--- config.mk ---
export PLATFORM = sky130hd
export DESIGN_NAME = skey_rc_updater
export DESIGN_NICKNAME = d
export VERILOG_FILES = /design/src/rtl/skey_pkg.sv /design/src/rtl/skey_page_index.sv /design/src/rtl/skey_key_merge.sv /design/src/rtl/skey_rc_updater.sv
export SDC_FILE = /design/constraint.sdc
export NUM_CORES = 1
export LEC_CHECK = 0
export ABC_AREA = 1
export BUFFER_PORTS_ARGS = -buffer_cell sky130_fd_sc_hd__buf_4
export CAP_MARGIN = 30
export CORE_MARGIN = 2
export CORE_UTILIZATION = 24
export CTS_CLUSTER_DIAMETER = 60
export DETAILED_ROUTE_END_ITERATION = 16
export HOLD_SLACK_MARGIN = 0.05
export PLACE_DENSITY = 0.49
export SETUP_SLACK_MARGIN = 0.02
export SLEW_MARGIN = 5
export SYNTH_ARGS = -nofsm -noshare
export SYNTH_HDL_FRONTEND = slang
export SYNTH_SLANG_ARGS = --single-unit
--- constraint.sdc ---
create_clock -name clk -period 1 [get_ports clk]
set_input_delay 0.2 -clock clk [delete_from_list [all_inputs] [get_ports clk]]
set_output_delay 0.2 -clock clk [all_outputs]
set_load 0.02 [all_outputs]
--- src/rtl/skey_pkg.sv ---
package skey_pkg;
   typedef enum logic [1:0] {
      ACC_LOAD  = 2'b00,
      ACC_STORE = 2'b01,
      ACC_FETCH = 2'b10,
      ACC_RSVD  = 2'b11
   } acc_kind_e;

   typedef enum logic [2:0] {
      ST_IDLE,
      ST_READ,
      ST_CHECK,
      ST_WRITE,
      ST_DONE
   } upd_state_e;

   localparam int PERM_W      = 3;
   localparam int PERM_WR_BIT = 1;
   localparam int KEY_CHG_BIT = 0;
   localparam int KEY_REF_BIT = 1;
endpackage

--- src/rtl/skey_page_index.sv ---
module skey_page_index #(
   parameter int          AW         = 32,
   parameter int          PAGE_SHIFT = 12,
   parameter logic [63:0] MEM_BYTES  = 64'h0010_0000
) (
   input  logic [AW-1:0]            addr,
   output logic [AW-PAGE_SHIFT-1:0] page,
   output logic                     in_range
);
   localparam logic [63:0] SPACE = 64'd1 << AW;

   if (AW > 63 || AW <= PAGE_SHIFT) begin : g_bad_aw
      $error("skey_page_index: AW must exceed PAGE_SHIFT and stay below 64");
   end

   assign page = addr[AW-1:PAGE_SHIFT];

   if (MEM_BYTES >= SPACE) begin : g_full_space
      assign in_range = 1'b1;
   end else begin : g_limited
      assign in_range = ({{(64-AW){1'b0}}, addr} < MEM_BYTES);
   end
endmodule

--- src/rtl/skey_key_merge.sv ---
module skey_key_merge
   import skey_pkg::*;
#(
   parameter int KEY_W = 7
) (
   input  acc_kind_e         kind,
   input  logic [KEY_W-1:0]  key_in,
   input  logic [PERM_W-1:0] perm_in,
   output logic [KEY_W-1:0]  key_out,
   output logic [PERM_W-1:0] perm_out
);
   if (KEY_W < 2) begin : g_bad_key
      $error("skey_key_merge: key needs room for reference and change bits");
   end

   logic is_store;
   logic read_type;

   assign is_store  = (kind == ACC_STORE);
   assign read_type = (kind == ACC_LOAD) || (kind == ACC_FETCH);

   always_comb begin
      key_out = key_in;
      key_out[KEY_REF_BIT] = 1'b1;
      if (is_store) key_out[KEY_CHG_BIT] = 1'b1;
      perm_out = perm_in;
      if (read_type && !key_in[KEY_CHG_BIT]) perm_out[PERM_WR_BIT] = 1'b0;
   end
endmodule

--- src/rtl/skey_rc_updater.sv ---
module skey_rc_updater
   import skey_pkg::*;
#(
   parameter int          AW         = 32,
   parameter int          PAGE_SHIFT = 12,
   parameter int          KEY_W      = 7,
   parameter logic [63:0] MEM_BYTES  = 64'h0010_0000
) (
   input  logic                     clk,
   input  logic                     rst_n,
   input  logic                     req_valid,
   input  logic [AW-1:0]            req_addr,
   input  logic [1:0]               req_kind,
   input  logic [2:0]               req_perm,
   output logic                     busy,
   output logic                     done,
   output logic [2:0]               rsp_perm,
   output logic                     rsp_bad,
   output logic                     key_rd_en,
   output logic [AW-PAGE_SHIFT-1:0] key_addr,
   input  logic [KEY_W-1:0]         key_rd_data,
   input  logic                     key_rd_err,
   output logic                     key_wr_en,
   output logic [KEY_W-1:0]         key_wr_data
);
   localparam int PW = AW - PAGE_SHIFT;

   if (PERM_W != 3) begin : g_bad_perm
      $error("skey_rc_updater: permission width must be 3");
   end

   upd_state_e        st_q;
   acc_kind_e         kind_q;
   logic [PW-1:0]     page_q;
   logic [2:0]        perm_q;
   logic [KEY_W-1:0]  key_q;
   logic [2:0]        rsp_perm_q;
   logic              rsp_bad_q;

   logic [PW-1:0]     req_page;
   logic              req_in_range;
   logic [KEY_W-1:0]  merged_key;
   logic [2:0]        merged_perm;
   logic              accept;

   skey_page_index #(
      .AW(AW), .PAGE_SHIFT(PAGE_SHIFT), .MEM_BYTES(MEM_BYTES)
   ) u_index (
      .addr(req_addr), .page(req_page), .in_range(req_in_range)
   );

   skey_key_merge #(.KEY_W(KEY_W)) u_merge (
      .kind(kind_q), .key_in(key_rd_data), .perm_in(perm_q),
      .key_out(merged_key), .perm_out(merged_perm)
   );

   assign accept = req_valid && (st_q == ST_IDLE);

   always_ff @(posedge clk) begin
      if (!rst_n) begin
         st_q       <= ST_IDLE;
         kind_q     <= ACC_LOAD;
         page_q     <= '0;
         perm_q     <= '0;
         key_q      <= '0;
         rsp_perm_q <= '0;
         rsp_bad_q  <= 1'b0;
      end else begin
         unique case (st_q)
            ST_IDLE: if (accept) begin
               kind_q <= acc_kind_e'(req_kind);
               page_q <= req_page;
               perm_q <= req_perm;
               rsp_perm_q <= req_perm;
               rsp_bad_q  <= (acc_kind_e'(req_kind) == ACC_RSVD);
               if (acc_kind_e'(req_kind) == ACC_RSVD || !req_in_range)
                  st_q <= ST_DONE;
               else
                  st_q <= ST_READ;
            end
            ST_READ:  st_q <= ST_CHECK;
            ST_CHECK: begin
               if (key_rd_err) begin
                  st_q <= ST_DONE;
               end else begin
                  key_q      <= merged_key;
                  rsp_perm_q <= merged_perm;
                  st_q       <= ST_WRITE;
               end
            end
            ST_WRITE: st_q <= ST_DONE;
            ST_DONE:  st_q <= ST_IDLE;
            default:  st_q <= ST_IDLE;
         endcase
      end
   end

   assign busy        = (st_q != ST_IDLE);
   assign done        = (st_q == ST_DONE);
   assign rsp_perm    = rsp_perm_q;
   assign rsp_bad     = rsp_bad_q && done;
   assign key_rd_en   = (st_q == ST_READ);
   assign key_addr    = page_q;
   assign key_wr_en   = (st_q == ST_WRITE);
   assign key_wr_data = key_q;

   // a write strobe always trails a read strobe by two cycles
   a_r10_write_follows_read: assert property (@(posedge clk) disable iff (!rst_n)
      key_wr_en |-> $past(key_rd_en, 2));

   // the read strobe lasts a single cycle
   a_r10_single_read: assert property (@(posedge clk) disable iff (!rst_n)
      key_rd_en |=> !key_rd_en);

   // every written key carries the reference bit
   a_r7_ref_written: assert property (@(posedge clk) disable iff (!rst_n)
      key_wr_en |-> key_wr_data[KEY_REF_BIT]);

   // a store writes the change bit
   a_r6_store_change: assert property (@(posedge clk) disable iff (!rst_n)
      (key_wr_en && kind_q == ACC_STORE) |-> key_wr_data[KEY_CHG_BIT]);

   // a read error suppresses the write-back
   a_r8_err_no_write: assert property (@(posedge clk) disable iff (!rst_n)
      (key_rd_err && $past(key_rd_en)) |=> !key_wr_en);

   // an unsupported kind never touches the key RAM
   a_r9_bad_no_key: assert property (@(posedge clk) disable iff (!rst_n)
      rsp_bad |-> (!$past(key_rd_en) && !key_wr_en));

   // done is always inside the busy window
   a_r11_done_busy: assert property (@(posedge clk) disable iff (!rst_n)
      done |-> busy);
endmodule

* After elaboration in Yosys (flattened, before gate mapping)
Index checks and enable logic that the tools add are counted.
Word-level totals: register bits after elaboration 39, word-level logic and storage cells 41, bits of input ports 48, output and inout bits 35
Cells by class: $lt $le $gt $ge 1, reduce and logical (&&, ||, !) cells 14, bitwise operators 1, muxes and demuxes 9, equality and inequality tests 9
Operators with widths (count):
- less-than comparator 32 x 21 -> 1 bit (second input constant) | 1
- two-way mux 3 bit | 5
- one-hot mux 3 bit (4 select lines) | 1
- equality test 3 x 2 -> 1 bit (second input constant) | 2
- one-hot mux 3 bit (2 select lines) | 1
- equality test 2 bit (second input constant) | 2
- inequality test 2 bit (second input constant) | 2
- AND reduction 2 bit | 2
- equality test 3 x 1 -> 1 bit (second input constant) | 1
- equality test 3 bit (second input constant) | 1
- logical AND 1 bit | 3
- zero test 3 bit | 1
- AND reduction 3 bit | 1
- nonzero test 3 bit | 1
- equality test 2 x 1 -> 1 bit (second input constant) | 1
- zero test 1 bit | 2
- zero test 2 bit | 1
- logical OR 1 bit | 2
- two-way mux 1 bit | 2
- nonzero test 2 bit | 1
- inverter 1 bit | 1

* Depth between registers and ports, before layout
Gate-level depths: netlist of run 1.
depth in word-level cells 6, depth in mapped cells 8, gate-level depth less buffers 8

* By module
A second synthesis of run 1 with hierarchy kept.
Unflattened totals: cells, all modules 261, area total of the unflattened synthesis 2044.5 um2
By module, submodules not included:
- skey_rc_updater | area each 1730.4 um2, cells an instance 206, sequential area each 780.7 um2, instances 1
- skey_page_index | area each 224.0 um2, cells an instance 39, sequential area each 0.0 um2, instances 1
- skey_key_merge | area each 90.1 um2, cells an instance 16, sequential area each 0.0 um2, instances 1

* Worst setup path before layout of run 1
Ideal clock, no wire load.
path type register -> output, start reg st_q[2], end out rsp_bad, slack -0.266 ns, arrival time 1.066 ns, required time 0.800 ns, cell stages (with the launch flop) 3, path buffers 0, path through dfxtp_1 inv_1 nor3b_1
Between the ends: longest elaborated chain between the ends 2
Ends and longest elaborated chain:
- from (decl) | line skey_rc_updater.sv:32 | upd_state_e st_q;
- from (signal assigned) | line skey_rc_updater.sv:61 | st_q <= ST_IDLE;
- from (signal assigned) | line skey_rc_updater.sv:77 | st_q <= ST_DONE;
- from (signal assigned) | line skey_rc_updater.sv:79 | st_q <= ST_READ;
- equality test 3 bit | line skey_rc_updater.sv:99 | assign done = (st_q == ST_DONE);
- logical AND 1 bit | line skey_rc_updater.sv:101 | assign rsp_bad = rsp_bad_q && done;
- to (decl) | line skey_rc_updater.sv:18 | output logic rsp_bad,
Every way passes these cells.

* Worst setup path after layout of run 1
start reg st_q[1], end out rsp_bad
Same word-level chain as after synthesis.

==> flow_summary.json, run 1 <==
{
  "grt_pass1_wl_mm": 7.41,
  "cp.required_ns": 0.80,
  "cts_tree": "done",
  "pre_cts_ws_ns": -0.186,
  "place_inst": 361,
  "layout-drive-gt1-share": 0.601,
  "route.vias.total": 1649,
  "ios": 83,
  "syn_inst": 207,
  "synth-seq-cells": 39,
  "yosys.cell_count.top_type": "nor2_1",
  "period_share": 1.38,
  "ys_async_sr_fraction": 0,
  "synthDistinctLibCells": 18,
  "ff2ff_path_depth": 9,
  "grtUsageTotal": 0.127,
  "synthTopCellsByArea": "dfxtp_1, nor2_1, o21ai_0",
  "fillers": 628,
  "drtIter0Drc": 59,
  "whs_path_depth": 3,
  "antenna_cells": 0,
  "post-route-min-period_ns": 1.38,
  "start_util": 0.249,
  "cp.arrival_ns": 1.18,
  "syn_to_final_growth_pct": 84.7,
  "hold_viol": 0,
  "cpPeakStageDelay_ns": 0.36,
  "synthTopCellsByCount": "nor2_1, dfxtp_1, nand2_1",
  "clockBufferDepth": 2,
  "die_w_microns": 85.4,
  "crit_path_start_kind": "register",
  "grt_max_degree": 23,
  "ant_nets": 0,
  "max_slew_margin": 0.791,
  "path_clk_slew_ns": 0.08,
  "ctsHoldBuffers": 0,
  "antenna_found_initial": 0,
  "p_leak_nw": 1.29,
  "hold_path_class": "input port to register",
  "path_cells": "inv_4 > nand2_4 > buf_6 > nor3b_2 > buf_4",
  "grt_pass1_vias": 1645,
  "synth_fp_nets": 255,
  "synth_top_area_frac": 0.491,
  "max_freq_ghz": 0.725,
  "synth_area_per_cell_sq_um": 7.68,
  "setup_viol_count_final": 44,
  "ir_worst_vdd_uv": 551,
  "die-area_sq_um": 7290,
  "grt.overflow.total": 0,
  "drt-vias-per-instance": 4.36,
  "ys.flop_type": "dfxtp_1",
  "skew_ns": 0.00786,
  "fin_tns_setup_ns": -9.70,
  "htreeDepth": 2,
  "whs_endpoint": "key_addr[4]",
  "drc": 0,
  "worst_pin_slew_ns": 0.313,
  "dieHeight_microns": 85.4,
  "dpl_cell_area_sq_um": 2340,
  "path_class": "register to primary output",
  "setup_ws_ns": -0.380,
  "core-area_sq_um": 6390,
  "wl_mm": 4.57,
  "maxCapViolations": 0,
  "place.gp.congestion": 0.718,
  "synth_edf_count": 0,
  "rsz0062_at_grt": "true",
  "cpMaxStageDelayCell": "dfxtp_4",
  "timing.rr.end": "key_addr[15]",
  "hpwl_mm": 3.07,
  "outcome": "finished with violations",
  "layout.nets": 348,
  "wl_per_cell_microns": 12.1,
  "cp_max_fo": 3,
  "violations": "setup timing",
  "hold_start": "req_addr[16]",
  "fin_area_sq_um": 2940,
  "powerDensity_nw_per_um2": 1410,
  "cts_num_sinks": 39,
  "seq_area_frac_synth": 0.491,
  "synth.cell_area_sq_um": 1590,
  "cts_buffers": 5,
  "fp-row-count": 29,
  "rrSetupSlack_ns": -0.32,
  "worst_setup_path_end_kind": "primary output",
  "drv_slew": 0,
  "yosys_warnings": 0,
  "first_pass_iters": 4,
  "rr_startpoint": "st_q[1]",
  "cts_root_buf": "clkbuf_8",
  "portBuffers": 69,
  "synth_top_area_cell": "dfxtp_1",
  "clk_latency_ns": 0.29,
  "fin_cells": 378
}
-- layout by cell type, fill, tap and decap left out --
| master | n |
|---|---|
| nor2_4 | 21 |
| nand3_2 | 1 |
| inv_2 | 4 |
| clkbuf_1 | 1 |
| nand2_8 | 1 |
| dfxtp_4 | 1 |
| dfxtp_1 | 7 |
| a21oi_2 | 5 |
| nand2_2 | 2 |
| o211ai_1 | 1 |
| nand3b_1 | 3 |
| inv_1 | 9 |
| o21ai_0 | 22 |
| buf_6 | 27 |
| bufinv_16 | 2 |
| nand2_4 | 5 |
| nor2_8 | 1 |
| o21ai_2 | 3 |
| nor3b_2 | 1 |
| nor2_1 | 31 |
| nor2_2 | 4 |
| clkbuf_8 | 5 |
| o21a_1 | 2 |
| buf_4 | 58 |
| clkbuf_16 | 1 |
| inv_4 | 1 |
| buf_16 | 1 |
| buf_12 | 6 |
| a21oi_1 | 11 |
| nand2_1 | 29 |
| dfxtp_2 | 31 |
| o21ai_1 | 4 |
-- kinds of logic (layout without fill, tap and decap cells) --
logic type	after synthesis	count (layout)	synth area share
AND/OR/NAND/NOR	98	99	0.280
AO/OA/AOI/OAI	48	48	0.156
flip-flops	39	39	0.491
buffers and inverters	22	115	0.0732
-- area by class of cell --
type	count	area [sq um]	area share
clock buffers	6	72.6	0.0247
multi-input cells	147	918	0.313
flip-flops and latches	39	823	0.280
repair buffers	93	912	0.310
inverters	14	55.1	0.0187
well taps	77	96.3	0.0328
clock inverters	2	60.1	0.0204
-- stage by stage --
| step | util | hold WS [ns] | power, mW |
|---|---|---|---|
| after CTS | 0.428 | 0.131 | 4.10 |
| after detailed placement | 0.366 | 0.427 | 2.40 |
| final | 0.460 | 0.130 | 4.15 |
| after global placement | 0.366 | 0.424 | 2.39 |
| after floorplan | - | 0.335 | 2.05 |
| after global routing | 0.460 | 0.141 | 4.34 |
-- timing repair --
action                     in CTS  in global routing
hold endpoints to repair        0                  0
gates cloned                    2                  1
pin swaps                      14                  9
resized for setup              68                 56
buffers inserted                4                  2
setup endpoints to repair      50                 72
-- state kept, by name, indices dropped and copies added, names as in the netlist --
signal	flops
key_addr	20
key_wr_data	7
perm_q	3
rsp_perm	3
st_q	3
kind_q	2
rsp_bad_q	1
-- report_power, final --
group | total (mW) | switching [mW] | leakage (nW) | internal, mW
logic | 0.878 | 0.432 | 0.895 | 0.445
clock network | 1.56 | 0.562 | 0.0654 | 0.998
registers | 1.71 | 0.0527 | 0.333 | 1.66
total | 4.15 | 1.05 | 1.29 | 3.10
-- worst max path at each step --
stage / startpoint / endpoint / depth (start not counted)
after floorplan: st_q[1] / key_addr[10] / 7
after global placement: st_q[0] / key_wr_data[0] / 5
after detailed placement: st_q[0] / key_addr[11] / 7
after CTS: st_q[1] / rsp_bad / 5
after global routing: st_q[1] / rsp_bad / 5
final: st_q[1] / rsp_bad / 5
-- per-layer routing --
metal  track usage  vias to the layer above  wire, microns
met5             0                        -              0
met4        0.0361                        0             33
met3        0.0389                        5            313
met2         0.219                       44           2330
met1         0.152                      751           1900
li1              -                      849              -
-- critical path: cells and delay by family (launching register included) --
| kind | cells | cell delay, ns |
|---|---|---|
| buffers and inverters | 3 | 0.34 |
| DFF | 1 | 0.36 |
| and+or+nand+nor | 2 | 0.20 |
Power figures use the tool's default switching activity.
==> run 2: changes to the inputs <==
SKIP_CTS_REPAIR_TIMING = 1   (was not set)
==> flow_summary.json, run 2 (synthesis gave the netlist of run 1 again) <==
{
  "outcome": "finished with violations",
  "violations": "setup timing",
  "largest_reg_flops": 20,
  "worst_pin_slew_ns": 0.323,
  "path_delay_family": "flip-flops",
  "path_clk_slew_ns": 0.08,
  "ios": 83,
  "cpPeakStageDelay_ns": 0.36,
  "path_class": "register to primary output",
  "maxCapViolations": 0,
  "p_leak_nw": 1.34,
  "worst_setup_path_end_kind": "primary output",
  "cp_max_fo": 4,
  "place.gp.congestion": 0.718,
  "die_w_microns": 85.4,
  "hpwl_mm": 3.07,
  "hold_path_class": "input port to register",
  "clockBufferDepth": 2,
  "core-area_sq_um": 6390,
  "grt_pass1_vias": 1524,
  "cts_buffers": 5,
  "rsz0062_at_grt": "true",
  "wl_per_cell_microns": 12.0,
  "ir_worst_vdd_uv": 679,
  "grt_pass1_wl_mm": 6.78,
  "skew_ns": 0.00693,
  "cts_root_buf": "clkbuf_8",
  "setup_viol_count_final": 44,
  "whs_path_depth": 3,
  "fillers": 635,
  "start_util": 0.249,
  "powerDensity_nw_per_um2": 1390,
  "max_freq_ghz": 0.703,
  "final_common_cell": "buf_4",
  "drtIter0Drc": 40,
  "antenna_found_initial": 0,
  "grt_max_degree": 23,
  "layout_common_cells": "buf_4, nor2_1, buf_6",
  "first_pass_iters": 4,
  "path_cells": "inv_4 > nand2_4 > buf_6 > nor3b_2 > buf_4",
  "layout.nets": 356,
  "post-route-min-period_ns": 1.42,
  "die-area_sq_um": 7290,
  "portBuffers": 69,
  "fin_cells": 386,
  "cpMaxStageDelayCell": "dfxtp_4",
  "cp.required_ns": 0.80,
  "setup_ws_ns": -0.423,
  "drc": 0,
  "cts_tree": "done",
  "ant_nets": 0,
  "wl_mm": 4.64,
  "grt.overflow.total": 0,
  "crit_cells": 5,
  "route.vias.total": 1668,
  "clk_latency_ns": 0.29,
  "crit_path_start_kind": "register",
  "syn_to_final_growth_pct": 88.5,
  "hold_viol": 0,
  "antenna_cells": 0,
  "drv_slew": 0,
  "period_share": 1.42,
  "drt-vias-per-instance": 4.32,
  "dieHeight_microns": 85.4,
  "place_inst": 361,
  "crit_buf_inv": 3,
  "layout-drive-gt1-share": 0.628,
  "cts_num_sinks": 39,
  "htreeDepth": 2,
  "holdWs_ns": 0.116,
  "cp.arrival_ns": 1.22,
  "ff2ff_path_depth": 8,
  "max_slew_margin": 0.784,
  "fp-row-count": 29,
  "grtUsageTotal": 0.116
}
[run 2: cell types whose count changed in the layout (fill, tap and decap cells not counted), sizes merged]
cell    before  now
buf         92  100
clkbuf       7    8
nand2       37   36
[run 2: final timing paths]
kind | from | endpoint | slack (ns)
min | req_addr[15] | key_addr[3] | 0.12
max reg2reg | st_q[0] | rsp_perm[0] | -0.39
min reg2reg | perm_q[0] | perm_q[0] | 0.44
max | st_q[1] | rsp_bad | -0.42
[run 2: worst register-to-register path: cells and delay by family (launching register included)]
family | cells | cell delay (ns)
and+or+nand+nor | 5 | 0.56
buffers and inverters | 3 | 0.38
DFF | 1 | 0.36
[run 2: where the power goes]
group | internal (mW) | switching [mW] | total [mW]
registers | 1.66 | 0.0680 | 1.73
logic | 0.480 | 0.414 | 0.895
clock network | 0.998 | 0.555 | 1.55
total | 3.14 | 1.04 | 4.17
[run 2: area by class of cell]
cell class                 count  area, sq um  area share
multi-input combinational    146          858       0.286
tap                           77         96.3      0.0321
clock buffer                   6         72.6      0.0242
sequential                    39          830       0.277
clock inverter                 2         60.1      0.0200
timing repair buffer         102         1020       0.340
inverter                      14         62.6      0.0209
[run 2: metal layers]
metal  track usage  vias to the layer above  wire, microns
met3        0.0379                        5            302
met2         0.192                       42           2340
met1         0.143                      756           1950
met4        0.0346                        0             38
met5             0                        -              0
li1              -                      865              -
[run 2: metrics by stage]
stage          instance area [sq um]  setup WS [ns]  setup TNS (ns)  total power [mW]  utilization
6_report                        3000         -0.423          -13.07              4.17        0.469
5_1_grt                         3000         -0.477          -16.13              4.38        0.469
4_1_cts                         2470         -0.450           -7.37              3.96        0.387
3_5_place_dp                    2340         -0.186           -5.26              2.40        0.366
3_3_place_gp                    2340         -0.164           -5.15              2.39        0.366
2_1_floorplan                   1610        -0.0778           -1.73              2.05            -
==> run 3: changes to the inputs <==
SETUP_SLACK_MARGIN = not set   (was 0.02)
==> flow_summary.json, run 3 (synthesis gave the netlist of run 1 again) <==
{
  "fin_area_sq_um": 2850,
  "fin_tns_setup_ns": -12.99,
  "grt_pass1_wl_mm": 6.78,
  "wl_mm": 4.49,
  "sw_frac_of_total": 0.248,
  "holdWs_ns": 0.116,
  "hpwl_mm": 3.07,
  "cp.arrival_ns": 1.22,
  "portBuffers": 69,
  "pwr-share-clk": 0.380,
  "dieHeight_microns": 85.4,
  "dpl_cell_area_sq_um": 2340,
  "layout_common_cells": "buf_4, nor2_1, dfxtp_2",
  "ir_worst_vdd_uv": 716,
  "final_common_cell": "buf_4",
  "clockBufferDepth": 2,
  "grt.overflow.total": 0,
  "hold_path_class": "input port to register",
  "skew_ns": 0.00613,
  "grt_use_met2": 0.192,
  "met1_usage": 0.143,
  "start_util": 0.249,
  "clk_latency_ns": 0.29,
  "p_sw_mw": 1.01,
  "use_met3": 0.0379,
  "post-route-min-period_ns": 1.42,
  "cp.required_ns": 0.80,
  "grt_max_degree": 23,
  "maxCapViolations": 0,
  "powerDensity_nw_per_um2": 1440,
  "htreeDepth": 2,
  "cts_tree": "done",
  "place.gp.congestion": 0.718,
  "worst_setup_path_end_kind": "primary output",
  "ios": 83,
  "cts_buffers": 5,
  "cts_num_sinks": 39,
  "max_freq_ghz": 0.703,
  "layout.nets": 350,
  "drc": 0,
  "antenna_cells": 0,
  "rsz0062_at_grt": "true",
  "p_comb_frac": 0.201,
  "fp-row-count": 29,
  "path_cells": "inv_4 > nand2_4 > buf_6 > nor3b_2 > buf_4",
  "place_inst": 361,
  "grt_pass1_vias": 1524,
  "utilization": 0.446,
  "drt-vias-per-instance": 4.34,
  "p_leak_nw": 1.29,
  "worst_pin_slew_ns": 0.324,
  "die_w_microns": 85.4,
  "first_pass_iters": 4,
  "path_class": "register to primary output",
  "die-area_sq_um": 7290,
  "wl_per_cell_microns": 11.8,
  "cpPeakStageDelay_ns": 0.36,
  "drv_slew": 0,
  "route.vias.total": 1648,
  "largest_reg_flops": 20,
  "crit_path_start_kind": "register",
  "setup_viol_count_final": 44,
  "path_clk_slew_ns": 0.08,
  "violations": "setup timing",
  "p_seq_frac": 0.419,
  "ant_nets": 0,
  "max_slew_margin": 0.784,
  "core-area_sq_um": 6390,
  "setup_ws_ns": -0.423,
  "drtIter0Drc": 42,
  "intPower_mw": 3.08,
  "fin_cells": 380,
  "cpMaxStageDelayCell": "dfxtp_4",
  "period_share": 1.42,
  "fillers": 655,
  "grtUsageTotal": 0.116,
  "antenna_found_initial": 0,
  "layout-drive-gt1-share": 0.597,
  "grt_busiest_layer": "met2",
  "outcome": "finished with violations",
  "hold_viol": 0,
  "cp_max_fo": 4,
  "syn_to_final_growth_pct": 78.9,
  "cts_root_buf": "clkbuf_8"
}
[run 3: cell count changes in the layout (fill, tap and decap cells not counted), sizes merged]
cell,before,now
buf,100,94
[run 3: layout make-up]
cell class                 instances  area (sq um)  area share
clock buffer                       6          72.6      0.0255
clock inverter                     2          60.1      0.0211
inverter                          14          62.6      0.0220
multi-input combinational        146           851       0.299
sequential                        39           823       0.289
tap                               77          96.3      0.0339
timing repair buffer              96           880       0.309
[run 3: per-layer routing]
layer | vias up | part of all wire
met2 | 42 | 0.50
met4 | 0 | 0.0085
met1 | 745 | 0.42
met5 | - | 0
li1 | 856 | -
met3 | 5 | 0.067
[run 3: metrics by stage]
stage	power, mW	setup WS [ns]
after floorplan	2.05	-0.0778
after global placement	2.39	-0.164
after detailed placement	2.40	-0.186
after CTS	3.96	-0.450
after global routing	4.29	-0.477
final	4.09	-0.423
[run 3: critical path, delay by kind of cell (launching register included)]
family / cells / cell delay (ns)
buffers and inverters: 3 / 0.34
AND/OR/NAND/NOR: 2 / 0.23
flip-flops: 1 / 0.36
[run 3: power groups by stage]
stage / Clock [mW] / Sequential (mW) / Combinational [mW]
final: 1.55 / 1.72 / 0.822
after global routing: 1.67 / 1.73 / 0.895
after CTS: 1.60 / 1.69 / 0.669
after detailed placement: 0 / 1.73 / 0.668
after global placement: 0 / 1.73 / 0.666
after floorplan: 0 / 1.82 / 0.236
[run 3: path summary, 6_finish.rpt]
check                     from     endpoint  depth (start not counted)  slack [ns]
setup / recovery       st_q[1]      rsp_bad                          5       -0.42
hold / removal    req_addr[15]  key_addr[3]                          3        0.12
hold reg to reg      perm_q[0]    perm_q[0]                          2        0.45
setup reg to reg       st_q[0]  rsp_perm[0]                          8       -0.38
